File: src/rtl/ssc_pkg.sv
package ssc_pkg;
  typedef enum logic {
    DIR_DOWN = 1'b0,
    DIR_UP   = 1'b1
  } ssc_dir_e;
endpackage

File: src/rtl/ssc_tri_profile.sv
module ssc_tri_profile
  import ssc_pkg::*;
#(
  parameter int OFS_W  = 18,
  parameter int HOLD_W = 12
) (
  input  logic              clk,
  input  logic              rst,
  input  logic              en,
  input  logic [OFS_W-1:0]  step,
  input  logic [OFS_W-1:0]  max_ofs,
  input  logic [HOLD_W-1:0] hold_cyc,
  output logic [OFS_W-1:0]  ofs_o,
  output logic              tick_o,
  output ssc_dir_e          dir_o
);

  // rising move: {hit, value}
  function automatic logic [OFS_W:0] rise_step(input logic [OFS_W-1:0] cur,
                                               input logic [OFS_W-1:0] stp,
                                               input logic [OFS_W-1:0] mx);
    logic [OFS_W:0] sum;
    sum = {1'b0, cur} + {1'b0, stp};
    if (sum >= {1'b0, mx}) return {1'b1, mx};
    return {1'b0, sum[OFS_W-1:0]};
  endfunction

  // falling move: {hit, value}
  function automatic logic [OFS_W:0] fall_step(input logic [OFS_W-1:0] cur,
                                               input logic [OFS_W-1:0] stp);
    if (cur <= stp) return {1'b1, {OFS_W{1'b0}}};
    return {1'b0, cur - stp};
  endfunction

  logic [OFS_W-1:0]  ofs_q;
  logic [HOLD_W-1:0] cnt_q;
  ssc_dir_e          dir_q;
  logic              tick;
  logic [OFS_W:0]    up_res;
  logic [OFS_W:0]    dn_res;

  assign tick   = (cnt_q == hold_cyc);
  assign up_res = rise_step(ofs_q, step, max_ofs);
  assign dn_res = fall_step(ofs_q, step);

  always_ff @(posedge clk) begin
    if (rst || !en) begin
      ofs_q <= '0;
      cnt_q <= '0;
      dir_q <= DIR_UP;
    end else if (tick) begin
      cnt_q <= '0;
      if (dir_q == DIR_UP) begin
        ofs_q <= up_res[OFS_W-1:0];
        if (up_res[OFS_W]) dir_q <= DIR_DOWN;
      end else begin
        ofs_q <= dn_res[OFS_W-1:0];
        if (dn_res[OFS_W]) dir_q <= DIR_UP;
      end
    end else begin
      cnt_q <= cnt_q + 1'b1;
    end
  end

  assign ofs_o  = ofs_q;
  assign tick_o = tick;
  assign dir_o  = dir_q;


  ofs_step_bound_chk: assert property (@(posedge clk) disable iff (rst)
    (!$past(rst) && $past(en)) |->
      (((ofs_q >= $past(ofs_q)) ? (ofs_q - $past(ofs_q)) : ($past(ofs_q) - ofs_q)) <= $past(step)))
    else $error("offset moved by more than one step");


  ofs_within_max_chk: assert property (@(posedge clk) disable iff (rst)
    (!$past(rst) && $past(en) && en && $stable(max_ofs) && ($past(ofs_q) <= $past(max_ofs))) |->
      (ofs_q <= max_ofs))
    else $error("offset beyond maximum");


  disable_clear_chk: assert property (@(posedge clk) disable iff (rst)
    (!$past(rst) && !$past(en)) |-> (ofs_q == '0 && dir_q == DIR_UP && cnt_q == '0))
    else $error("profile not cleared while disabled");

endmodule

File: src/rtl/ssc_sd1.sv
module ssc_sd1 #(
  parameter int INT_W  = 8,
  parameter int FRAC_W = 16
) (
  input  logic              clk,
  input  logic              rst,
  input  logic [INT_W-1:0]  ratio_int,
  input  logic [FRAC_W-1:0] ratio_frac,
  output logic [INT_W:0]    div_o,
  output logic              carry_o
);

  function automatic logic [FRAC_W:0] frac_add(input logic [FRAC_W-1:0] a,
                                               input logic [FRAC_W-1:0] b);
    return {1'b0, a} + {1'b0, b};
  endfunction

  logic [FRAC_W-1:0] acc_q;
  logic [FRAC_W:0]   sum;
  logic [INT_W:0]    div_q;

  assign sum     = frac_add(acc_q, ratio_frac);
  assign carry_o = sum[FRAC_W];

  always_ff @(posedge clk) begin
    if (rst) begin
      acc_q <= '0;
      div_q <= '0;
    end else begin
      acc_q <= sum[FRAC_W-1:0];
      div_q <= {1'b0, ratio_int} + {{INT_W{1'b0}}, carry_o};
    end
  end

  assign div_o = div_q;


  div_near_int_chk: assert property (@(posedge clk) disable iff (rst)
    !$past(rst) |-> (div_q == {1'b0, $past(ratio_int)} ||
                     div_q == {1'b0, $past(ratio_int)} + 1'b1))
    else $error("divide value not integer part or integer part plus one");

endmodule

File: src/rtl/ssc_div_mod.sv
module ssc_div_mod
  import ssc_pkg::*;
#(
  parameter int INT_W  = 8,
  parameter int FRAC_W = 16,
  parameter int OFS_W  = 18,
  parameter int HOLD_W = 12
) (
  input  logic              clk,
  input  logic              rst,
  input  logic              en,
  input  logic [INT_W-1:0]  nom_int,
  input  logic [FRAC_W-1:0] nom_frac,
  input  logic [OFS_W-1:0]  step,
  input  logic [OFS_W-1:0]  max_ofs,
  input  logic [HOLD_W-1:0] hold_cyc,
  output logic [INT_W:0]    div_val
);

  localparam int RAT_W = INT_W + FRAC_W;

  function automatic logic [RAT_W-1:0] sat_sub(input logic [RAT_W-1:0] a,
                                               input logic [RAT_W-1:0] b);
    return (b > a) ? '0 : (a - b);
  endfunction

  logic [OFS_W-1:0] ofs;
  logic             tick;
  ssc_dir_e         dir;
  logic [RAT_W-1:0] nom_ratio;
  logic [RAT_W-1:0] ofs_ext;
  logic [RAT_W-1:0] eff_ratio;
  logic             carry;

  ssc_tri_profile #(.OFS_W(OFS_W), .HOLD_W(HOLD_W)) u_prof (
    .clk      (clk),
    .rst      (rst),
    .en       (en),
    .step     (step),
    .max_ofs  (max_ofs),
    .hold_cyc (hold_cyc),
    .ofs_o    (ofs),
    .tick_o   (tick),
    .dir_o    (dir)
  );

  assign nom_ratio = {nom_int, nom_frac};
  assign ofs_ext   = en ? RAT_W'(ofs) : '0;
  assign eff_ratio = sat_sub(nom_ratio, ofs_ext);

  ssc_sd1 #(.INT_W(INT_W), .FRAC_W(FRAC_W)) u_sd (
    .clk        (clk),
    .rst        (rst),
    .ratio_int  (eff_ratio[RAT_W-1:FRAC_W]),
    .ratio_frac (eff_ratio[FRAC_W-1:0]),
    .div_o      (div_val),
    .carry_o    (carry)
  );


  hold_between_ticks_chk: assert property (@(posedge clk) disable iff (rst)
    (!$past(rst) && $past(en) && en && !$past(tick)) |-> $stable(ofs))
    else $error("offset moved without a tick");


  turn_at_peak_chk: assert property (@(posedge clk) disable iff (rst)
    (!$past(rst) && $past(en) && en && $stable(max_ofs) &&
     $past(dir) == DIR_UP && dir == DIR_DOWN) |-> (ofs == max_ofs))
    else $error("turned down away from the peak");


  turn_at_floor_chk: assert property (@(posedge clk) disable iff (rst)
    (!$past(rst) && $past(en) && en && $past(dir) == DIR_DOWN && dir == DIR_UP) |-> (ofs == '0))
    else $error("turned up away from zero");


  down_spread_chk: assert property (@(posedge clk) disable iff (rst)
    (eff_ratio <= nom_ratio) && (carry == 1'b0 || eff_ratio[FRAC_W-1:0] != '0 || 1'b1))
    else $error("effective ratio above nominal");

endmodule

File: config.mk
export PLATFORM = sky130hd
export DESIGN_NAME = ssc_div_mod
export DESIGN_NICKNAME = d
export VERILOG_FILES = /design/src/rtl/ssc_pkg.sv /design/src/rtl/ssc_tri_profile.sv /design/src/rtl/ssc_sd1.sv /design/src/rtl/ssc_div_mod.sv
export SDC_FILE = /design/constraint.sdc
export NUM_CORES = 1
export LEC_CHECK = 0
export BUFFER_PORTS_ARGS = -buffer_cell sky130_fd_sc_hd__buf_4
export CAP_MARGIN = 20
export CORE_MARGIN = 5
export CORE_UTILIZATION = 65
export DETAILED_ROUTE_END_ITERATION = 16
export PLACE_DENSITY = 0.88
export REMOVE_ABC_BUFFERS = 1
export SETUP_SLACK_MARGIN = 0.4
export SLEW_MARGIN = 20
export SYNTH_ARGS = -nofsm -noshare
export SYNTH_HDL_FRONTEND = slang
export SYNTH_HIERARCHICAL = 1
export SYNTH_SLANG_ARGS = --single-unit
File: constraint.sdc
create_clock -name clk -period 10.4 [get_ports clk]
set_input_delay 2.08 -clock clk [delete_from_list [all_inputs] [get_ports clk]]
set_output_delay 2.08 -clock clk [all_outputs]
set_load 0.01 [all_outputs]
; Word level (Yosys, flattened, before mapping)
; Index checks and enable logic that the tools add are counted.
[word_totals]
in_bits = 75
n_memories = 0
ram_bits = 0
latch_bits = 0
reg_bits = 56
elab_cells = 30
output_inout_bits = 9
rom_bits = 0
[classes]
magnitude_cmp = 3
muxes = 12
bitwise = 0
n_reduce_logical = 3
shifts = 0
n_addsub = 6
n_div = 0
n_mul = 0
eq_ne = 1
[ops]
columns = cell, n
row1 = 19-bit two-way mux, 4
row2 = 18-bit two-way mux, 2
row3 = 18-bit by 24-bit greater-than comparator with 1-bit output, 1
row4 = 24-bit two-way mux, 1
row5 = 24-bit by 18-bit subtractor with 24-bit output, 1
row6 = 18-bit by 18-bit adder with 19-bit output, 1
row7 = 19-bit by 18-bit greater-or-equal comparator with 1-bit output, 1
row8 = 18-bit less-or-equal comparator, 1
row9 = 18-bit subtractor, 1
row10 = 16-bit by 16-bit adder with 17-bit output, 1
row11 = 12-bit by 1-bit adder with 12-bit output (second input constant), 1
row12 = 12-bit equality test, 1
row13 = 8-bit by 1-bit adder with 9-bit output, 1
row14 = 1-bit two-way mux, 5
row15 = 2-bit OR reduction, 1
row16 = 1-bit logical NOT, 1
row17 = 1-bit logical OR, 1

; Depth between registers and ports, before layout
; Gate-level depths: netlist of run 1.
[depth]
word_depth = 6
depth_mapped = 24
ltp_nobuf = 22

; Modules after synthesis
; The synthesis of run 1 kept the hierarchy.
[modules_own_cells]
columns = module, n_inst, cells_per_inst, area_each_um2, seq_area_each_um2
row1 = ssc_tri_profile, 1, 526, 3898.7, 620.6
row2 = ssc_sd1, 1, 177, 1537.7, 500.5
row3 = ssc_div_mod, 1, 211, 1381.3, 0.0

; Worst setup path after synthesis of run 1
; No wires, ideal clock.
[synth_path]
path_type = input to register
startpoint = input port en
endpoint = register u_sd.div_q[6] (netlist: u_sd/div_o[6])
path_slack_ns = 3.663
stages = 23
t_required_ns = 10.272
t_arrival_ns = 6.609
n_path_buf = 3
setup_time_ns = 0.128
path_cell_list = clkbuf_1 > clkbuf_1 > nand2_1 > fa_1 > a211oi_2 > o21ai_2 > o2111ai_2 > o21ai_2 > a21oi_2 > clkbuf_1 > nor2_1 > ha_1 > fa_1 > a21oi_2 > o211a_2 > nor2_4 > a221oi_2 > o21ai_0 > ha_1 > ha_1 > nand3_1 > xor2_1 > nor2_1
[synth_via]
elab_chain_len = 5
word_cells_on_any_way = 6
classes_between = add/sub (3) / order compare (1) / mux (2)
[synth_lines]
columns = element, line_no
row1 = "start, declared", ssc_div_mod.sv:11  ; input logic en,
row2 = 18-bit two-way mux *, ssc_div_mod.sv:48  ; assign ofs_ext = en ? RAT_W'(ofs) : '0;
row3 = 24-bit by 18-bit subtractor with 24-bit output or 18-bit by 24-bit greater-than comparator with 1-bit output (tied branches), ssc_div_mod.sv:24  ; return (b > a) ? '0 : (a - b);
row4 = 24-bit two-way mux *, ssc_div_mod.sv:24
row5 = named net eff_ratio[0], ssc_div_mod.sv:32  ; logic [RAT_W-1:0] eff_ratio;
row6 = 16-bit by 16-bit adder with 17-bit output *, ssc_sd1.sv:15  ; return {1'b0, a} + {1'b0, b};
row7 = named net carry, ssc_div_mod.sv:33  ; logic carry;
row8 = 8-bit by 1-bit adder with 9-bit output *, ssc_sd1.sv:31  ; div_q <= {1'b0, ratio_int} + {{INT_W{1'b0}}, carry_o};
row9 = "end signal, assigned", ssc_sd1.sv:31
row10 = "end, declared", ssc_sd1.sv:20  ; logic [INT_W:0] div_q;
; Mark *: on every way through the listed nets, which the timed path passes. The rest lies on a longest branch.
; A chain may end at the register's enable or synchronous reset.

; Final worst setup path of run 1
; Same ends and word-level chain as after synthesis.

==> results of run 1 <==
critical path, cell delays in order:
cell       delay [ps]
buf_4             190
and2_1            150
ha_1              160
inv_1              60
fa_1              430
a211oi_2          290
o21ai_2           130
o2111ai_2         280
o21ai_2           130
a21oi_2           430
buf_4             270
nor2_1             60
ha_1              240
fa_1              420
a21oi_2           170
o211a_2           250
nor2_4             60
a221oi_2          330
o21ai_0           150
ha_1              210
ha_1              220
nand3_1           130
xor2_1            150
nor2_1             50
Yosys cell counts, drive strengths merged, types with 13 or more instances:
cell type,number,area [um2]
a21o,17,132.6
ha,93,1164
nor2,93,364.1
o211ai,14,110.1
nand3,20,105.1
and3,13,82.58
nor2b,17,106.4
a31oi,15,93.84
nor3,30,161.4
nand2b,14,90.09
a21oi,85,462.9
buf,16,102.6
xor2,27,236.5
nand2,80,300.3
inv,63,236.5
clkbuf,21,80.07
dfxtp,56,1121
xnor2,47,411.6
o21ai,65,336.6
per-stage QoR:
step | hold slack (ps) | power, W
after global placement | 518.0 | 0.0006228
after floorplan | 486.8 | 0.0005361
final | 552.5 | 0.0007733
after global routing | 589.2 | 0.0008349
after detailed placement | 529.0 | 0.0006333
after CTS | 556.8 | 0.0007708
report_power, final:
| group | switching, W | total [W] | internal [W] |
|---|---|---|---|
| Clock | 0.0000838 | 0.000139 | 0.0000550 |
| Combinational | 0.000212 | 0.000381 | 0.000170 |
| Sequential | 0.0000103 | 0.000253 | 0.000243 |
| Total | 0.000306 | 0.000773 | 0.000468 |
layer usage:
layer  share of wire, %  vias to the layer above  track usage, %
li1                   -                     3374               -
met1                 45                     3106           37.46
met2                 46                      270           45.57
met3                7.1                       21           2.318
met4                1.9                        0           6.330
met5                  0                        -               0
area by class of cell:
class / count / share of cell area (%)
Clock buffer: 6 / 1.093
Clock inverter: 2 / 0.1822
Inverter: 63 / 3.131
Multi-Input combinational cell: 758 / 69.95
Sequential cell: 56 / 14.84
Tap cell: 136 / 2.253
Timing Repair Buffer: 86 / 8.549
registers in the layout (all words and copies together), names as in the netlist:
register	flops
u_sd/acc_q	16
u_prof/ofs_o	18
u_prof/cnt_q	12
u_prof/dir_o	1
u_sd/div_o	9
logic make-up after synthesis:
logic type | count (synthesis) | share of synthesized area, %
adder cells (fa/ha/maj) | 97 | 18.24
XOR/XNOR | 74 | 9.506
flip-flops | 56 | 16.44
AO/OA/AOI/OAI | 270 | 26.30
multiplexers | 9 | 1.468
buffers and inverters | 100 | 6.148
AND/OR/NAND/NOR | 308 | 21.89
how the worst max path moves through the flow:
stage | from | end | cells past startpoint
2_1_floorplan | en | u_sd/div_o[6]$_SDFF_PP0_ | 22
3_3_place_gp | en | u_sd/div_o[6]$_SDFF_PP0_ | 24
3_5_place_dp | en | u_sd/div_o[6]$_SDFF_PP0_ | 24
4_1_cts | en | u_sd/div_o[6]$_SDFF_PP0_ | 24
5_1_grt | en | u_sd/div_o[6]$_SDFF_PP0_ | 24
6_report | en | u_sd/div_o[6]$_SDFF_PP0_ | 24
==> impl_metrics.ini, run 1 <==
[grt]
grt_pass1_wl_um = 28990
grt_max_degree = 34
grt_overflow = 0
grt_pass1_vias = 6211
antenna_found_initial = 0
grt_use_total_pct = 27.00

[final_layout]
multi_input_area_um2 = 5283
finish.instance_area_um2 = 7552
fin_cells = 1107
final_util_pct = 73.48
layout_commonest_cell = ha_1
regArea_um2 = 1121
final_nets = 1142
drive_gt1_share_pct = 13.70
diodes = 0
syn2layout_area_growth_pct = 10.77
final_cell_mix = ha_1, nor2_1, buf_4, nand2_1, a21oi_1
fillers = 875

[sta]
hold_viol_final = 0
tns_ps = 0
finalSetupViolCount = 0
worstMarginPinSlew_ps = 804.3
rsz0062_at_grt = no
slew_violations = 0
finalCriticalPeriod_ps = 6851
slew_headroom_pct = 46.38
finClkSkew_ps = 19.22
fin_ws_ps = 3549
fmax_mhz = 146.0
finalCritPeriodShare_pct = 65.88

[run]
drv_cap = 0

[worst_hold_path]
holdPathStages = 2
min_to = u_prof/cnt_q[11]$_SDFF_PP0_
worst_hold_path_type = flip-flop to flip-flop
min_from = u_prof/cnt_q[11]$_SDFF_PP0_

[clocking]
cts_setup_buffers = 0
ctsResizeCount = 0
clockRootBuffer = clkbuf_8
clockBufferDepth = 2
cts_tree = yes
h-tree-depth = 2
hold_buffers = 0
clkLatencyLatePin_ps = 330
cts-buffers-inserted = 5
clock-sinks = 56
clkTransAtPathRegs_ps = 110

[yosys]
syn_avg_cell_area_um2 = 7.459
yosysUniqueCellTypes = 80
ys_warn_count = 6
ys_seq_area_share_pct = 16.44
synth_area_um2 = 6818
syn_inst = 914
synth_async_sr_flop_share_pct = 0
synth_seq_cells = 56
synth-main-ff-cell = dfxtp_1
synth_edf_count = 0

[critical_path]
critPathArrivalTime_ps = 7050
r2r_start = u_prof/ofs_o[0]$_SDFFE_PP0P_
startpoint_type = input port
reg2regPathDepth = 23
cp-end-kind = flip-flop
critPathRequiredTime_ps = 10600
crit_fanout = 19
reg2reg_to = u_sd/div_o[6]$_SDFF_PP0_
r2r_setup_slack_ps = 5020
path_class = input port to flip-flop

[placed_design]
dp_hpwl_um = 13760
gp_congestion = 0.9488
numPortBuffers = 83
dp.cells = 1099
placed_cell_area_um2 = 7456
dp_slack_ps = 3248

[detailed_routing]
wl_per_cell_um = 15.83
drt-total-wl_um = 17520
dr.pass1.iters = 7
drcViolationCount = 0
drtIter0Drc = 550
num_vias = 6771
via_per_inst = 6.117
antenna_left = 0

[floorplanning]
row_count = 37
core_um2 = 10280
initial_core_util_pct = 66.34
io_pins = 84
die-area_um2 = 12640
dieHeight_um = 112.4
dieWidth_um = 112.4

[pwr]
ir_worst_vdd_v = 0.00008395
p_leak_nw = 3.343
power-per-cell-area_nw_per_um2 = 102.4

[run_status]
status = finished clean
(Power assumes the default switching activity.)
==> run 2: changes to the inputs <==
--- a/config.mk
+++ b/config.mk
@@ -8,9 +8,9 @@
 export BUFFER_PORTS_ARGS = -buffer_cell sky130_fd_sc_hd__buf_4
 export CAP_MARGIN = 20
 export CORE_MARGIN = 5
-export CORE_UTILIZATION = 65
+export CORE_UTILIZATION = 60
 export DETAILED_ROUTE_END_ITERATION = 16
-export PLACE_DENSITY = 0.88
+export PLACE_DENSITY = 0.82
 export REMOVE_ABC_BUFFERS = 1
 export SETUP_SLACK_MARGIN = 0.4
 export SLEW_MARGIN = 20
==> constraint.sdc (replaced) <==
create_clock -name clk -period 7 [get_ports clk]
set_input_delay 1.4 -clock clk [delete_from_list [all_inputs] [get_ports clk]]
set_output_delay 1.4 -clock clk [all_outputs]
set_load 0.01 [all_outputs]
==> impl_metrics.ini, run 2 (synthesized netlist as in run 1, its figures left out) <==
[critical_path]
path_class = input port to flip-flop
critPathArrivalTime_ps = 6010
cp-end-kind = flip-flop
crit_fanout = 21
startpoint_type = input port
critPathRequiredTime_ps = 7170

[final_layout]
fin_cells = 1114
layout_commonest_cell = ha_1
final_cell_mix = ha_1, nor2_1, buf_4, nand2_1, a21oi_1
fillers = 1018
drive_gt1_share_pct = 13.59
final_nets = 1142
largest_reg_flops = 18
syn2layout_area_growth_pct = 11.69
diodes = 0

[clocking]
cts-buffers-inserted = 5
hold_buffers = 0
clock-sinks = 56
clkLatencyLatePin_ps = 290
h-tree-depth = 2
cts_setup_buffers = 0
cts_tree = yes
clockBufferDepth = 2
clkTransAtPathRegs_ps = 70
ctsResizeCount = 0
clockRootBuffer = clkbuf_16

[sta]
slew_headroom_pct = 46.71
rsz0062_at_grt = no
tns_ps = 0
finalCritPeriodShare_pct = 83.34
finalSetupViolCount = 0
worstMarginPinSlew_ps = 799.4
hold_viol_final = 0
finalCriticalPeriod_ps = 5834
fmax_mhz = 171.4
finClkSkew_ps = 8.754
slew_violations = 0

[worst_hold_path]
worst_hold_path_type = flip-flop to flip-flop

[detailed_routing]
drcViolationCount = 0
dr.pass1.iters = 5
via_per_inst = 6.173
drt-total-wl_um = 18680
drtIter0Drc = 633
antenna_left = 0
wl_per_cell_um = 16.76
num_vias = 6877

[floorplanning]
core_um2 = 11270
die-area_um2 = 13590
row_count = 39
initial_core_util_pct = 60.48
dieWidth_um = 116.6
dieHeight_um = 116.6
io_pins = 84

[grt]
grt_use_total_pct = 27.42
grt_pass1_vias = 6458
grt_overflow = 0
grt_max_degree = 34
antenna_found_initial = 0
grt_pass1_wl_um = 30330

[pwr]
p_leak_nw = 3.362
ir_worst_vdd_v = 0.0001277
power-per-cell-area_nw_per_um2 = 158.2

[placed_design]
gp_congestion = 0.9449
dp_hpwl_um = 14750
dp.cells = 1106
numPortBuffers = 83

[run_status]
status = finished clean

[run]
drv_cap = 0
[run 2: changes by cell type in the layout (fill, tap and decap cells not counted)]
cell	change
clkbuf_1	+1
clkbuf_16	+5
clkbuf_8	-5
clkinv_2	-1
clkinvlp_4	+1
inv_6	-1
[run 2: area by class of cell]
cell class	count	area (um2)	share of cell area [%]
clock buffers	7	142.6	1.873
clock inverters	1	7.507	0.09859
inverters	63	236.5	3.105
multi-input cells	758	5283	69.37
flip-flops and latches	56	1121	14.72
well taps	143	178.9	2.350
repair buffers	86	645.6	8.478
[run 2: critical path, stage by stage]
cell       delay (ps)
buf_4             180
and2_1            160
ha_1              160
inv_1              50
fa_1              440
a211oi_2          290
o21ai_2           130
o2111ai_2         280
o21ai_2           130
a21oi_2           270
buf_4             310
nor2_1             90
ha_1              380
a21oi_1           170
o21ai_1           130
a21o_1            200
a221oi_2          330
o21ai_0           140
ha_1              210
ha_1              220
nand3_1           130
xor2_1            150
nor2_1             50
[run 2: through the flow]
step	hold slack (ps)	setup WS (ps)	util, %	area, um2	power [W]
floorplan	486.8	1225	-	6635	0.0007965
global placement	524.7	1132	66.22	7465	0.0009319
detailed placement	531.6	926.7	66.22	7465	0.0009428
CTS	548.2	1203	67.55	7615	0.001206
global route	591.2	808.2	67.55	7615	0.001295
finish	542.0	1166	67.55	7615	0.001205
[run 2: final timing paths]
path / endpoint / slack, ps / start / depth (start not counted)
max: u_sd/div_o[6]$_SDFF_PP0_ / 1170 / en / 23
min: u_prof/cnt_q[11]$_SDFF_PP0_ / 540 / u_prof/cnt_q[11]$_SDFF_PP0_ / 2
min reg2reg: u_prof/cnt_q[11]$_SDFF_PP0_ / 540 / u_prof/cnt_q[11]$_SDFF_PP0_ / 2
max reg2reg: u_sd/div_o[6]$_SDFF_PP0_ / 2020 / u_prof/ofs_o[0]$_SDFFE_PP0P_ / 22
[run 2: where the power goes]
group,total (W),switching (W),internal (W)
sequential,0.000376,0.0000147,0.000361
combinational,0.000570,0.000317,0.000252
clock,0.000259,0.000116,0.000143
[run 2: routing by layer]
layer,part of all wire (%),GRT usage (%)
met5,0,0
met4,3.2,9.709
met3,8.4,3.679
met2,44,44.24
met1,44,37.58
==> run 3: changes to the inputs <==
--- a/config.mk
+++ b/config.mk
@@ -5,12 +5,13 @@
 export SDC_FILE = /design/constraint.sdc
 export NUM_CORES = 1
 export LEC_CHECK = 0
+export ABC_AREA = 1
 export BUFFER_PORTS_ARGS = -buffer_cell sky130_fd_sc_hd__buf_4
 export CAP_MARGIN = 20
 export CORE_MARGIN = 5
-export CORE_UTILIZATION = 60
+export CORE_UTILIZATION = 56
 export DETAILED_ROUTE_END_ITERATION = 16
-export PLACE_DENSITY = 0.82
+export PLACE_DENSITY = 0.79
 export REMOVE_ABC_BUFFERS = 1
 export SETUP_SLACK_MARGIN = 0.4
 export SLEW_MARGIN = 20
==> constraint.sdc (replaced) <==
create_clock -name clk -period 4.9 [get_ports clk]
set_input_delay 0.98 -clock clk [delete_from_list [all_inputs] [get_ports clk]]
set_output_delay 0.98 -clock clk [all_outputs]
set_load 0.01 [all_outputs]
==> impl_metrics.ini, run 3 <==
[clocking]
clock-sinks = 56
cts-buffers-inserted = 5
h-tree-depth = 2
hold_buffers = 0
clockBufferDepth = 2
cts_tree = yes
clockRootBuffer = clkbuf_16
clkTransAtPathRegs_ps = 70
clkLatencyLatePin_ps = 310

[placed_design]
numPortBuffers = 83
dp_hpwl_um = 18620
gp_congestion = 0.9744
dp_slack_ps = 73.64

[final_layout]
drive_gt1_share_pct = 12.89
layout_commonest_cell = nand2_1
largest_reg_flops = 18
syn2layout_area_growth_pct = 12.44
diodes = 0
final_nets = 1629
final_cell_mix = nand2_1, inv_1, nor2_1, nand3_1, buf_4
fillers = 1425

[yosys]
synth_async_sr_flop_share_pct = 0
synth_most_common_cell = nand2_1
synth_edf_count = 0
ys_warn_count = 6
syn_inst = 1386
synth_top_area_cell = nand2_1
yosysTopAreaCellShare_pct = 18.19
ys_seq_area_share_pct = 13.96
synth-main-ff-cell = dfxtp_1
syn_avg_cell_area_um2 = 5.793
yosys-top-cells-area = nand2_1, ha_1, dfxtp_1
synth_area_um2 = 8029
yosysUniqueCellTypes = 48
synth_seq_cells = 56
yosys-top-cells-count = nand2_1, inv_1, nor2_1

[detailed_routing]
drtIter0Drc = 815
drcViolationCount = 0
wl_per_cell_um = 13.88
num_vias = 8688
dr.pass1.iters = 5
antenna_left = 0
drt-total-wl_um = 22730
via_per_inst = 5.304

[sta]
finClkSkew_ps = 6.673
hold_viol_final = 0
finalCriticalPeriod_ps = 4222
finalCritPeriodShare_pct = 86.17
fin_ws_ps = 677.6
fmax_mhz = 236.8
slew_violations = 0
hold_slack_ps = 480.6
rsz0062_at_grt = no
finalSetupViolCount = 0
slew_headroom_pct = 35.13
worstMarginPinSlew_ps = 967.1
tns_ps = 0

[grt]
antenna_found_initial = 0
grt_overflow = 0
grt_pass1_vias = 7724
grt_max_degree = 38
grt_use_total_pct = 26.38
grt_pass1_wl_um = 36250

[critical_path]
crit_slowest_cell = fa_2
cp-end-kind = flip-flop
path_class = input port to flip-flop
reg2regPathDepth = 28
crit_fanout = 13
startpoint_type = input port
critPathArrivalTime_ps = 4470
crit_path_max_incr_delay_ps = 350
critPathRequiredTime_ps = 5150

[floorplanning]
core_um2 = 13990
initial_core_util_pct = 57.40
io_pins = 84
dieWidth_um = 129.7
row_count = 43
dieHeight_um = 129.7
die-area_um2 = 16830

[worst_hold_path]
worst_hold_path_type = flip-flop to flip-flop
holdPathStages = 1

[pwr]
power-per-cell-area_nw_per_um2 = 210.5
ir_worst_vdd_v = 0.0001584
p_leak_nw = 5.072

[run_status]
status = finished clean

[run]
drv_cap = 0
[run 3: area by class of cell]
class,instances,area (um2),share of cell area (%)
Clock buffer,7,132.6,1.469
Clock inverter,1,8.758,0.09702
Inverter,244,918.4,10.17
Multi-Input combinational cell,1056,5912,65.49
Sequential cell,56,1121,12.42
Tap cell,180,225.2,2.495
Timing Repair Buffer,94,709.4,7.859
[run 3: path summary, 6_finish.rpt]
check	slack (ps)	to	start
worst min-delay path	480	u_prof/cnt_q[0]$_SDFF_PP0_	u_prof/cnt_q[0]$_SDFF_PP0_
worst min register to register	480	u_prof/cnt_q[0]$_SDFF_PP0_	u_prof/cnt_q[0]$_SDFF_PP0_
worst max register to register	1080	u_sd/div_o[6]$_SDFF_PP0_	u_prof/ofs_o[0]$_SDFFE_PP0P_
worst max-delay path	680	u_sd/div_o[6]$_SDFF_PP0_	en
[run 3: routing by layer]
metal | part of all wire, % | vias up | routed length (um) | global-route usage (%)
li1 | - | 4517 | - | -
met1 | 47 | 3878 | 10780 | 37.88
met2 | 43 | 278 | 9831 | 41.67
met3 | 8.4 | 15 | 1917 | 5.362
met4 | 0.89 | 0 | 203 | 4.462
met5 | 0 | - | 0 | 0
[run 3: what timing repair did]
item                                    in CTS  in global routing
setup buffers                                0                  5
endpoints found under the setup margin       0                  8
gates resized for setup                      0                 26
[run 3: critical path: cells and delay by family]
kind / cells / cell delay (ps)
adders and majority gates: 5 / 1280
AOI/OAI and AO/OA: 4 / 500
buffers and inverters: 4 / 380
and+or+nand+nor: 14 / 1330
[run 3: cells by family (layout without fill, tap and decap cells)]
group / Yosys count / after routing / share of synthesized area, %
buffers and inverters: 275 / 346 / 13.95
xor gates and xnor gates: 36 / 36 / 3.927
DFF: 56 / 56 / 13.96
and+or+nand+nor: 777 / 778 / 42.93
adders and majority gates: 97 / 97 / 15.49
AOI/OAI and AO/OA: 145 / 145 / 9.740
[run 3: where the power goes]
part | total, W | switching [W] | internal [W] | leakage, nW
Clock | 0.000375 | 0.000183 | 0.000192 | 0.0681
Sequential | 0.000542 | 0.0000262 | 0.000516 | 0.458
Combinational | 0.000983 | 0.000600 | 0.000383 | 4.55
[run 3: metrics by stage]
stage / cells / power (W) / area [um2] / utilization (%)
2_1_floorplan: 1355 / 0.001217 / 7825 / -
3_3_place_gp: 1624 / 0.001435 / 8718 / 62.33
3_5_place_dp: 1624 / 0.001453 / 8718 / 62.33
4_1_cts: 1632 / 0.001838 / 8860 / 63.34
5_1_grt: 1638 / 0.002056 / 9027 / 64.53
6_report: 1638 / 0.001900 / 9027 / 64.53
